===== src/rtl/loopflag_unit.sv =====
module loopflag_unit #(
  parameter int CNT_W = 6,
  parameter int DW    = 16
) (
  input  logic             clk,
  input  logic             rst,
  input  logic             ins_valid,
  input  logic [3:0]       ins_kind,
  input  logic [5:0]       ins_pred,
  input  logic [1:0]       ins_src,
  input  logic [CNT_W-1:0] ins_imm,
  input  logic             ins_inf,
  input  logic [5:0]       ins_fa,
  input  logic [5:0]       ins_fb,
  input  logic             mv_ti,
  input  logic             mv_di,
  input  logic             mv_dc,
  input  logic             mv_rd,
  input  logic             mv_immune,
  input  logic             out_dock,
  input  logic             ship_c,
  input  logic             pkt_sig,
  input  logic [DW-1:0]    dlatch,
  input  logic             torpedo,
  output logic             exec,
  output logic             torp_ack,
  output logic [CNT_W-1:0] rep_count,
  output logic             rep_forever,
  output logic [CNT_W-1:0] olc,
  output logic             flag_a,
  output logic             flag_b,
  output logic             flag_c,
  output logic             flag_d
);
  localparam logic [CNT_W-1:0] ONE = CNT_W'(1);

  logic [CNT_W-1:0] olc_q, ilc_q;
  logic inf_q, a_q, b_q, c_q, d_q;

  wire [5:0] cond_p = {d_q, ~d_q, ~b_q, b_q, ~a_q, a_q};
  wire [5:0] cond_f = {~c_q, c_q, ~b_q, b_q, ~a_q, a_q};
  wire [CNT_W-1:0] dl_cnt = dlatch[CNT_W-1:0];
  wire unused_dl = ^dlatch;

  assign exec = ins_valid & ~|(ins_pred & cond_p);

  wire do_olc = exec & ins_kind[0];
  wire do_ilc = exec & ins_kind[1];
  wire do_flg = exec & ins_kind[2];
  wire do_mv  = exec & ins_kind[3];

  assign torp_ack = do_mv & torpedo & ~mv_immune;

  wire c_ship = out_dock & mv_dc;
  wire c_pkt  = mv_ti | (~out_dock & mv_di);

  always_ff @(posedge clk) begin
    if (rst) begin
      olc_q <= '0;
      ilc_q <= '0;
      inf_q <= 1'b0;
      a_q   <= 1'b0;
      b_q   <= 1'b0;
      c_q   <= 1'b0;
      d_q   <= 1'b0;
    end else begin
      if (do_olc) begin
        case (ins_src)
          2'd0: olc_q <= ins_imm;
          2'd1: olc_q <= dl_cnt;
          2'd2: if (olc_q != '0) olc_q <= olc_q - ONE;
          default: ;
        endcase
      end
      if (do_ilc) begin
        if (ins_inf) begin
          inf_q <= 1'b1;
          ilc_q <= '0;
        end else begin
          inf_q <= 1'b0;
          ilc_q <= ins_src[0] ? dl_cnt : ins_imm;
        end
      end
      if (do_flg) begin
        a_q <= |(ins_fa & cond_f);
        b_q <= |(ins_fb & cond_f);
      end
      if (do_mv) begin
        ilc_q <= ONE;
        inf_q <= 1'b0;
        if (!torp_ack) begin
          if (c_ship)     c_q <= ship_c;
          else if (c_pkt) c_q <= pkt_sig;
          if (mv_rd)      d_q <= (olc_q == '0);
        end
      end
    end
  end

  assign olc         = olc_q;
  assign rep_count   = ilc_q;
  assign rep_forever = inf_q;
  assign flag_a      = a_q;
  assign flag_b      = b_q;
  assign flag_c      = c_q;
  assign flag_d      = d_q;

  p_kind_onehot_r2: assert property (@(posedge clk) disable iff (rst)
    ins_valid |-> $onehot0(ins_kind));

  p_skip_holds_r3: assert property (@(posedge clk) disable iff (rst)
    (ins_valid && !exec) |=> ($stable(olc) && $stable(rep_count) && $stable(rep_forever)
                              && $stable(flag_a) && $stable(flag_b) && $stable(flag_c) && $stable(flag_d)));

  p_dec_floor_r5: assert property (@(posedge clk) disable iff (rst)
    (exec && ins_kind[0] && ins_src == 2'd2) |=>
      (olc == (($past(olc) == '0) ? '0 : $past(olc) - ONE)));

  p_forever_kept_r6: assert property (@(posedge clk) disable iff (rst)
    (rep_forever && !(exec && (ins_kind[1] || ins_kind[3]))) |=> rep_forever);

  p_d_recompute_r11: assert property (@(posedge clk) disable iff (rst)
    (exec && ins_kind[3] && mv_rd && !torp_ack) |=> (flag_d == ($past(olc) == '0)));

  p_move_rearm_r12: assert property (@(posedge clk) disable iff (rst)
    (exec && ins_kind[3]) |=> (rep_count == ONE && !rep_forever));

  p_torp_keeps_cd_r13: assert property (@(posedge clk) disable iff (rst)
    torp_ack |=> ($stable(flag_c) && $stable(flag_d)));
endmodule


===== config.mk =====
export PLATFORM = sky130hd
export DESIGN_NAME = loopflag_unit
export DESIGN_NICKNAME = d
export VERILOG_FILES = /design/src/rtl/loopflag_unit.sv
export SDC_FILE = /design/constraint.sdc
export NUM_CORES = 1
export LEC_CHECK = 0
export BUFFER_PORTS_ARGS = -buffer_cell sky130_fd_sc_hd__buf_2
export CORE_MARGIN = 2
export CORE_UTILIZATION = 45
export CTS_CLUSTER_SIZE = 14
export DETAILED_ROUTE_END_ITERATION = 10
export PLACE_DENSITY = 0.94
export SETUP_SLACK_MARGIN = 0.5
export SYNTH_ARGS = -nofsm -noshare
export SYNTH_HDL_FRONTEND = slang
export SYNTH_SLANG_ARGS = --single-unit

===== constraint.sdc =====
create_clock -name clk -period 3.4 [get_ports clk]
set_input_delay 0.68 -clock clk [delete_from_list [all_inputs] [get_ports clk]]
set_output_delay 0.68 -clock clk [all_outputs]
set_load 0.03 [all_outputs]

==> impl_metrics.tcl <==
set metrics [dict create \
    leakage_nw 0.700 \
    hold_viol_final 0 \
    synth.area.top_cells "dfxtp_1, mux2i_1, a21oi_1, o21ai_0, mux2_2" \
    via_count 1341 \
    ir_worst_vdd_mv 0.244 \
    gp_congestion 0.871 \
    hpwl_um 2490 \
    initial_core_util 0.474 \
    ioPinCount 78 \
    worstReg2RegEnd "flag_d$_SDFFE_PP0P_" \
    synth_area_per_cell_um2 7.93 \
    syn_area_um2 1170 \
    cp_max_fo 22 \
    diodes 0 \
    grt_overflow 0 \
    async_flop_share 0 \
    power.density_nw_per_um2 263 \
    start_kind "flop" \
    post_synth_num_cell_types 34 \
    htreeDepth 1 \
    grt_pass1_vias 1102 \
    die_area_um2 3030 \
    finalCritPeriodShare 0.751 \
    fillCellCount 235 \
    grt_usage 0.210 \
    cp-end-kind "primary output" \
    vias_per_cell 5.54 \
    cts_tree "built" \
    synth_top_area_frac 0.290 \
    yosysSeqAreaShare 0.290 \
    yosys-top-cells-count "a21oi_1, dfxtp_1, o21ai_0" \
    grt_max_degree 23 \
    firstDrtPassIters 4 \
    drc 0 \
    rows 18 \
    synth-edff-count 0 \
    rsz0062_at_grt "false" \
    routedWlPerCell_um 13.3 \
    r2r_slack_ps 1590 \
    clk_pin_slew_ps 90 \
    post_cts_buffers 0 \
    fin_crit_ps 2550 \
    crit_arrival_ps 1870 \
    worst_hold_slack_ps 478 \
    setup_viol 0 \
    cts_root_buffer "clkbuf_4" \
    min_path_type "reg2reg" \
    yosys_warnings 0 \
    antenna_found_initial 0 \
    die_h_um 55.1 \
    setup_tns_ps 0 \
    drive_above_1_share 0.373 \
    synthCells 148 \
    initialDrtViolationCount 34 \
    grt_pass1_wl_um 4690 \
    clk_path_buf_depth 2 \
    crit_type "reg2out" \
    worst_pin_slew_ps 495 \
    fp.coreArea_um2 2480 \
    post_dp_cell_area_um2 1520 \
    io_buffers 67 \
    holdPathStages 2 \
    r2r_cells 5 \
    synth_nets 211 \
    ant_nets 0 \
    required_ps 2720 \
    finalPower_mw 0.407 \
    finalClockSkew_ps 6.85 \
    synth-seq-cells 17 \
    cts_buffers 3 \
    synthFlopType "dfxtp_1" \
    final_area_um2 1550 \
    nets 276 \
    cts.sinks 17 \
    hold_end "rep_count[0]$_SDFFE_PP0P_" \
    status "finished, final reports clean" \
    dieWidth_um 55.1 \
    cts-resized-gates 0 \
    yosysTopAreaCell "dfxtp_1" \
    clock.fmax_ghz 0.392 \
    hold_start "rep_count[0]$_SDFFE_PP0P_" \
    relSlewSlack 0.668 \
    clock_latency_ps 280 \
    r2r-start "olc[0]$_SDFFE_PP0P_" \
    wirelength_um 3230 \
    drv_slew 0 \
    area_growth_pct 31.8 \
    cts_hold_buffers 0 \
    cap_viol_max_count 0 \
]
==> how the worst max path moves through the flow <==
stage | startpoint | end | slack (ps) | cells after the start
2_1_floorplan | ins_pred[2] | torp_ack | 890 | 4
3_3_place_gp | ins_pred[0] | exec | 890 | 6
3_5_place_dp | ins_pred[0] | exec | 880 | 6
4_1_cts | flag_a$_SDFFE_PP0P_ | exec | 840 | 5
5_1_grt | flag_a$_SDFFE_PP0P_ | exec | 680 | 5
6_report | flag_a$_SDFFE_PP0P_ | exec | 850 | 5
==> cells by family after synthesis <==
kind of cell | count (synthesis) | share of synthesized area
buffers and inverters | 17 | 0.0576
flip-flops | 17 | 0.290
XOR/XNOR | 2 | 0.0149
AO/OA/AOI/OAI | 48 | 0.249
multiplexers | 14 | 0.125
AND/OR/NAND/NOR | 46 | 0.221
adder cells (fa/ha/maj) | 4 | 0.0426
==> flip-flops by register name, indices dropped and copies added, names as in the netlist <==
name	count
flag_a	1
flag_b	1
rep_count	6
olc	6
rep_forever	1
flag_c	1
flag_d	1
==> area by class of cell <==
cell class / count / area (um2) / area share
multi-input cells: 114 / 766 / 0.495
repair buffers: 68 / 343 / 0.222
flip-flops and latches: 17 / 340 / 0.220
well taps: 30 / 37.5 / 0.0243
inverters: 9 / 33.8 / 0.0218
clock buffers: 4 / 26.3 / 0.0170
==> routing by layer <==
layer  vias up  global-route usage  part of all wire
li1        681                   -                 -
met1       622               0.259              0.44
met2        38               0.377              0.51
met3         0              0.0484             0.051
met4         0              0.0285                 0
met5         -                   0                 0
==> power by group <==
group,total [mW],switching (mW),leakage (nW),internal (mW)
logic,0.0997,0.0535,0.548,0.0461
registers,0.203,0.00233,0.137,0.201
clock network,0.104,0.0583,0.0150,0.0455
total,0.407,0.114,0.700,0.293
==> stage by stage <==
step | util | cells | setup slack [ps]
final | 0.624 | 242 | 847
after global routing | 0.624 | 242 | 683
after CTS | 0.624 | 242 | 836
after detailed placement | 0.614 | 238 | 879
after global placement | 0.614 | 238 | 890
after floorplan | - | 148 | 894
==> critical path, cell delays in order (launching register included) <==
cell and delay [ps]:
dfxtp_1 430, mux2i_1 220, nand4_1 110, buf_4 210, inv_1 340, buf_2 280
==> cell usage in the layout, fill, tap and decap left out, types with 2 or more instances in the layout <==
master and instances:
xor2_1 2, or4_1 5, nand2_1 4, o311ai_0 3, nor2_1 7, mux2_2 5, inv_1 9, a21oi_1 17
nand3_1 10, nand4_1 3, nor2b_1 2, buf_2 67, ha_1 4, o21ai_0 16, mux2i_1 9, dfxtp_1 17
a221oi_1 2, nand2b_1 8, o2111ai_1 3, nor3_1 3, clkbuf_4 3
(Power assumes the default switching activity.)
